### config.mk
export PLATFORM = sky130hd
export DESIGN_NAME = nru_victim_sel
export DESIGN_NICKNAME = d
export VERILOG_FILES = /design/src/rtl/nru_pkg.sv /design/src/rtl/nru_victim_pick.sv /design/src/rtl/nru_mark.sv /design/src/rtl/nru_victim_sel.sv
export SDC_FILE = /design/constraint.sdc
export NUM_CORES = 1
export LEC_CHECK = 0
export BUFFER_PORTS_ARGS = -buffer_cell sky130_fd_sc_hd__buf_4
export CAP_MARGIN = 20
export CELL_PAD_IN_SITES_DETAIL_PLACEMENT = 0
export CELL_PAD_IN_SITES_GLOBAL_PLACEMENT = 1
export CORE_ASPECT_RATIO = 1.25
export CORE_UTILIZATION = 35
export CTS_CLUSTER_SIZE = 8
export DETAILED_ROUTE_END_ITERATION = 10
export PLACE_DENSITY_LB_ADDON = 0.1
export SKIP_CTS_REPAIR_TIMING = 1
export SYNTH_ARGS = -nofsm -noshare
export SYNTH_HDL_FRONTEND = slang
export SYNTH_SLANG_ARGS = --single-unit
### constraint.sdc
create_clock -name clk -period 2 [get_ports clk]
set_clock_uncertainty 0.15 [all_clocks]
set_input_delay 0.1 -clock clk [delete_from_list [all_inputs] [get_ports clk]]
set_output_delay 0.1 -clock clk [all_outputs]
set_load 0.01 [all_outputs]
### src/rtl/nru_pkg.sv
package nru_pkg;

    // Kind of access presented to the flag register in one cycle
    typedef enum logic [1:0] {
        ACC_NONE  = 2'b00,
        ACC_HIT   = 2'b01,
        ACC_ALLOC = 2'b10,
        ACC_BOTH  = 2'b11
    } acc_kind_e;

endpackage

### src/rtl/nru_victim_pick.sv
module nru_victim_pick #(
    parameter int WAYS  = 8,
    parameter int WAY_W = $clog2(WAYS)
) (
    input  logic [WAYS-1:0]  use_bits,
    output logic [WAY_W-1:0] victim
);

    // Fixed-priority search: the lowest clear flag wins
    always_comb begin
        victim = '0;
        for (int i = WAYS - 1; i >= 0; i--) begin
            if (!use_bits[i]) begin
                victim = WAY_W'(i);
            end
        end
    end

endmodule

### src/rtl/nru_mark.sv
module nru_mark
    import nru_pkg::*;
#(
    parameter int WAYS  = 8,
    parameter int WAY_W = $clog2(WAYS)
) (
    input  logic [WAYS-1:0]  use_bits,
    input  logic             hit_valid,
    input  logic [WAY_W-1:0] hit_way,
    input  logic             alloc_req,
    input  logic [WAY_W-1:0] alloc_way,
    output logic [WAYS-1:0]  next_bits
);

    localparam logic [WAYS-1:0] ALL_SET = '1;

    acc_kind_e       kind;
    logic [WAYS-1:0] hit_mask;
    logic [WAYS-1:0] alloc_mask;
    logic [WAYS-1:0] touched;
    logic [WAYS-1:0] merged;

    assign kind = acc_kind_e'({alloc_req, hit_valid});

    // Decode both way indices into one-hot masks
    always_comb begin
        hit_mask   = '0;
        alloc_mask = '0;
        hit_mask[hit_way]     = 1'b1;
        alloc_mask[alloc_way] = 1'b1;
    end

    // Select which ways are touched this cycle
    always_comb begin
        unique case (kind)
            ACC_NONE:  touched = '0;
            ACC_HIT:   touched = hit_mask;
            ACC_ALLOC: touched = alloc_mask;
            ACC_BOTH:  touched = hit_mask | alloc_mask;
            default:   touched = '0;
        endcase
    end

    // Mark first, then apply the saturation clear that keeps only touched ways
    always_comb begin
        merged    = use_bits | touched;
        next_bits = (merged == ALL_SET) ? touched : merged;
    end

endmodule

### src/rtl/nru_victim_sel.sv
module nru_victim_sel #(
    parameter int WAYS  = 8,
    parameter int WAY_W = $clog2(WAYS)
) (
    input  logic             clk,
    input  logic             rst_n,
    input  logic             hit_valid,
    input  logic [WAY_W-1:0] hit_way,
    input  logic             alloc_req,
    output logic [WAY_W-1:0] victim_way,
    output logic [WAYS-1:0]  use_bits
);

    localparam logic [WAYS-1:0] ALL_SET = '1;

    logic [WAYS-1:0]  use_q;
    logic [WAYS-1:0]  use_d;
    logic [WAY_W-1:0] pick;

    nru_victim_pick #(.WAYS(WAYS), .WAY_W(WAY_W)) u_pick (
        .use_bits (use_q),
        .victim   (pick)
    );

    nru_mark #(.WAYS(WAYS), .WAY_W(WAY_W)) u_mark (
        .use_bits  (use_q),
        .hit_valid (hit_valid),
        .hit_way   (hit_way),
        .alloc_req (alloc_req),
        .alloc_way (pick),
        .next_bits (use_d)
    );

    // Flag register
    always_ff @(posedge clk) begin
        if (!rst_n) begin
            use_q <= '0;
        end else begin
            use_q <= use_d;
        end
    end

    // Outputs
    always_comb begin
        victim_way = pick;
        use_bits   = use_q;
    end

    assert_victim_clear_R6: assert property (@(posedge clk) disable iff (!rst_n)
        !use_q[victim_way]);

    assert_never_saturated_R7: assert property (@(posedge clk) disable iff (!rst_n)
        use_q != ALL_SET);

    assert_hit_marks_R2: assert property (@(posedge clk) disable iff (!rst_n)
        hit_valid |=> use_q[$past(hit_way)]);

    assert_alloc_marks_R4: assert property (@(posedge clk) disable iff (!rst_n)
        alloc_req |=> use_q[$past(victim_way)]);

    assert_idle_hold_R9: assert property (@(posedge clk) disable iff (!rst_n)
        (!hit_valid && !alloc_req) |=> $stable(use_q));

endmodule

Yosys cells after proc, flatten, opt, wreduce, memory -nomap -nowiden --
Cells that the tools add are included.
Word-level totals: logic and storage cells 28, output and inout bits 11, input bits 7, bits in registers 8
Operators by class: muxes and demuxes 14, reductions and logical operators 3, eq/ne operators 4, $lt $le $gt $ge 4, bitwise gates (word level) 2
Operators with widths (count):
- $pmux W8 S4 | 1
- $mux W3 | 8
- $or A8 B8 Y8 | 2
- $eq A8 B8 Y1 const B | 1
- $lt A3 B4 Y1 const B | 2
- $mux W8 | 1
- $demux W1 S3 | 2
- $ge A3 B1 Y1 const B | 2
- $eq A2 B2 Y1 const B | 2
- $eq A2 B1 Y1 const B | 1
- $logic_and A1 B1 Y1 | 2
- $logic_not A2 Y1 | 1
- $mux W1 | 2

Longest topological paths before layout --
depth after elaboration 17, gate-level depth with buffers 7, gate-level depth less buffers 7

Hierarchy --
A second synthesis with hierarchy kept.
Unflattened totals: cells, all modules 63, area total of the unflattened synthesis 535.5 sq um
Modules (own cells, without submodules):
- nru_mark | seq. area each 0.0 sq um, area each 259.0 sq um, times used 1, cells an instance 36
- nru_victim_sel | seq. area each 160.2 sq um, area each 210.2 sq um, times used 1, cells an instance 16
- nru_victim_pick | seq. area each 0.0 sq um, area each 66.3 sq um, times used 1, cells an instance 11

Least setup slack after synthesis --
Ideal clock, no wire load.
path type register to register, start point register use_q[1], in the netlist use_bits[1], end point register use_q[4], in the netlist use_bits[4], buffers on the path 0, stages on the path, launching flop included 7, library setup time 0.139 ns, arrival time 1.478 ns, period minus slack after synthesis 1.767 ns, setup slack 0.233 ns, required time 1.711 ns, cell sequence dfxtp_1 and4_4 nand4bb_4 a21oi_2 o32ai_2 a21oi_4 a311oi_2
On the way: word-level cells in the longest chain between the ends 11, elaborated cells on any way between the ends 12, those cells by class 2 x order compare; 1 x eq/ne; 6 x mux; 2 x bitwise; 1 x reduce/logical
RTL lines:
- from (decl) | line nru_victim_sel.sv:16 | logic [WAYS-1:0] use_q;
- from (signal assigned) | line nru_victim_sel.sv:39 | use_q <= use_d;
- $mux W3 (2 in series) | line nru_victim_pick.sv:13 | if (!use_bits[i]) begin
- $lt A3 B4 Y1 (not written as such) or $ge A3 B1 Y1 (tied branches) | line nru_mark.sv:30 | alloc_mask[alloc_way] = 1'b1;
- $logic_and A1 B1 Y1 (not written as such) | line nru_mark.sv:30
- $mux W1 (not written as such) | line nru_mark.sv:30
- $demux W1 S3
- $or A8 B8 Y8 | line nru_mark.sv:39 | ACC_BOTH: touched = hit_mask | alloc_mask;
- $pmux W8 S4 | line nru_mark.sv:35 | unique case (kind)
- $or A8 B8 Y8 | line nru_mark.sv:46 | merged = use_bits | touched;
- $eq A8 B8 Y1 | line nru_mark.sv:47 | next_bits = (merged == ALL_SET) ? touched : merged;
- $mux W8 * | line nru_mark.sv:47
Mark *: on every way between the ends. The rest lies on a longest branch, timed or not. A chain may end at the register's enable or synchronous reset.

Worst setup path after layout --
start point register use_q[3], in the netlist use_bits[3], end point register use_q[4], in the netlist use_bits[4]
On the way: word-level cells in the longest chain between the ends 13, elaborated cells on any way between the ends 14, those cells by class 2 x order compare; 1 x eq/ne; 8 x mux; 2 x bitwise; 1 x reduce/logical
RTL lines (line):
- $mux W3 (4 in series) | nru_victim_pick.sv:13
- $lt A3 B4 Y1 (not written as such) or $ge A3 B1 Y1 (tied branches) | nru_mark.sv:30
- $logic_and A1 B1 Y1 (not written as such) | nru_mark.sv:30
- $mux W1 (not written as such) | nru_mark.sv:30
- $demux W1 S3
- $or A8 B8 Y8 | nru_mark.sv:39
- $pmux W8 S4 | nru_mark.sv:35
- $or A8 B8 Y8 | nru_mark.sv:46
- $eq A8 B8 Y1 | nru_mark.sv:47
- $mux W8 * | nru_mark.sv:47
Marked as above.

==> results.sh <==
export IMPL_start_kind="register"
export IMPL_initial_core_util_pct=37.5
export IMPL_via_per_inst=5.84
export IMPL_crit_chain="buf_4 -> inv_1 -> nand4bb_4 -> a21oi_2 -> o32ai_2 -> a21oi_4 -> a311oi_2"
export IMPL_rsz0062_at_grt="false"
export IMPL_power_density_nw_per_um2=472
export IMPL_synth_fa_ha_area_share_pct=0
export IMPL_syn_avg_cell_area_sq_um=7.37
export IMPL_syn_nets=98
export IMPL_clk_path_buf_depth=2
export IMPL_ys_types=31
export IMPL_totalNegativeSetupSlack_ns=0
export IMPL_core_area_sq_um=1790
export IMPL_synth_most_common_cell="nor2_1"
export IMPL_dpl_cell_area_sq_um=882
export IMPL_drive_above_1_share_pct=35.8
export IMPL_crit_fanout=8
export IMPL_clk_pin_slew_worst_paths_ns=0.06
export IMPL_largest_register_ffs=8
export IMPL_final_setup_viol_count=0
export IMPL_fillers=193
export IMPL_ys_flop_type="dfxtp_1"
export IMPL_cts_buffers=3
export IMPL_cts_max_level=1
export IMPL_slowest_stage="dfxtp_1"
export IMPL_netlist_area_sq_um=671
export IMPL_crit_path_end_kind="register"
export IMPL_synth_simple_gate_area_share_pct=36.9
export IMPL_max_stage_delay_ns=0.44
export IMPL_ant_nets=0
export IMPL_critical_path_class="register to register"
export IMPL_finalInstanceArea_sq_um=916
export IMPL_synth_area_leaders="dfxtp_1 24%, a31oi_1 8.4%, nor2_1 8.4%"
export IMPL_die_w_um=41.2
export IMPL_antenna_found_initial=0
export IMPL_insertion_delay_ns=0.25
export IMPL_ff2ff_path_depth=7
export IMPL_synth_edf_count=0
export IMPL_max_cap_violations=0
export IMPL_grt_usage_pct=24.0
export IMPL_synth_top_family_by_area="simple AND/OR/NAND/NOR gates"
export IMPL_dr_first_iter_drc_count=31
export IMPL_slew_headroom_pct=76.0
export IMPL_layout_min_cycle_time_ns=1.90
export IMPL_r2r_end="use_bits[4]"
export IMPL_seq_area_sq_um=161
export IMPL_run_status="finished, final reports clean"
export IMPL_reg2reg_slack_ns=0.10
export IMPL_placement_io_buffers=17
export IMPL_die_h_um=50.9
export IMPL_synth_top_cell_area_share_pct=23.9
export IMPL_max_vdd_ir_drop_mv=0.233
export IMPL_multiInputGateArea_sq_um=495
export IMPL_hp_start="hit_way[0]"
export IMPL_synth_seq_cells=8
export IMPL_min_path_cells=3
export IMPL_layout_nets=129
export IMPL_drc=0
export IMPL_clock_sinks=8
export IMPL_hold_end="use_bits[3]"
export IMPL_p_leak_nw=0.389
export IMPL_grt_pass1_vias=744
export IMPL_dieArea_sq_um=2100
export IMPL_yosys_warnings=0
export IMPL_synth_compound_area_share_pct=36.9
export IMPL_r2r_start="use_bits[3]"
export IMPL_vias=812
export IMPL_synthToLayoutAreaGrowth_pct=36.6
export IMPL_first_pass_iters=4
export IMPL_finalMaxSlewViolations=0
export IMPL_crit_required_ns=1.97
export IMPL_min_period_over_period_pct=94.9
export IMPL_crit_arrival_ns=1.87
export IMPL_cts_tree="yes"
export IMPL_synthArstFlopShare_pct=0
export IMPL_antenna_cells=0
export IMPL_ctsRootBufferMaster="clkbuf_4"
export IMPL_grt_max_degree=9
export IMPL_synth_area_leader_cell="dfxtp_1"
export IMPL_overflow=0
export IMPL_synth_area_mux_share_pct=0
export IMPL_gp_congestion=0.810
export IMPL_fmax_mhz=527
export IMPL_pin_count=18
export IMPL_tightest_slew_ns=0.358
export IMPL_finalHoldViolCount=0
export IMPL_min_path_type="input pin to register"
export IMPL_grt_pass1_wl_mm=3.36
export IMPL_rows=17
export IMPL_yosysSeqAreaShare_pct=23.9
export IMPL_syn_inst=91
export IMPL_routedWlPerCell_um=15.5
export IMPL_synth_xor_area_share_pct=0
export IMPL_wirelength_mm=2.16
export IMPL_hpwl_mm=1.62
export IMPL_synthTopCellsByCount="15 x nor2_1, 9 x a31oi_1, 8 x dfxtp_1, 8 x o21ai_0, 7 x nand2_1"
final cells by class:
class                           instances  share of cell area, %
Multi-Input combinational cell         79                   54.1
Timing Repair Buffer                   26                   21.6
Sequential cell                         8                   17.6
Tap cell                               19                   2.60
Clock buffer                            3                   2.46
Inverter                                4                   1.64
critical path, delay by kind of cell, from the launching register on:
kind                   cells  cell delay [ns]
AOI/OAI and AO/OA          4             0.73
DFF                        1             0.44
buffers and inverters      2             0.23
and+or+nand+nor            1             0.22
report_power, final:
part / total, mW / leakage [nW] / internal [mW] / switching (mW)
logic: 0.125 / 0.310 / 0.0596 / 0.0652
clock network: 0.125 / 0.0138 / 0.0688 / 0.0565
registers: 0.182 / 0.0658 / 0.169 / 0.0132
routing by layer:
layer	GRT usage [%]	routed length, um	vias up
met5	0	0	-
met4	9.68	14	0
met3	3.91	72	2
met2	39.1	1110	21
met1	29.9	957	389
li1	-	-	400
metrics by stage:
step	utilization [%]	hold slack (ns)	worst slack (ns)	power, mW	std cells
global placement	49.4	0.242	0.0821	0.306	135
global route	51.3	0.144	0.00152	0.462	139
CTS	50.6	-0.0309	0.0578	0.440	138
detailed placement	49.4	0.241	0.0725	0.307	135
finish	51.3	0.104	0.102	0.432	139
floorplan	-	0.0662	0.233	0.244	91
layout by cell type (no fill, tap or decap), types with 2 or more instances in the layout:
cell type	instances
a31oi_1	9
nand3_1	3
a21oi_1	5
nand2b_1	4
buf_4	25
o21ai_0	8
nor2b_1	2
nor2_1	15
inv_2	2
clkbuf_4	3
or2_2	2
nand2_1	7
dfxtp_1	7
nor3_1	6
inv_1	2
cells by family (layout without fill, tap and decap cells):
group / after synthesis / in the layout
compound gates: 34 / 34
buf+inv: 4 / 33
flops: 8 / 8
simple gates: 45 / 45
worst max-delay path by stage:
| stage | to | slack, ns | cells past startpoint | start |
|---|---|---|---|---|
| 3_3_place_gp | use_bits[1] | 0.08 | 6 | use_bits[1] |
| 3_5_place_dp | use_bits[4] | 0.07 | 6 | use_bits[1] |
| 2_1_floorplan | use_bits[4] | 0.23 | 6 | use_bits[1] |
| 6_report | use_bits[4] | 0.10 | 7 | use_bits[3] |
| 5_1_grt | use_bits[4] | 0.002 | 6 | use_bits[5] |
| 4_1_cts | use_bits[4] | 0.06 | 6 | use_bits[1] |
No activity file was read; power rests on OpenSTA's default activity.
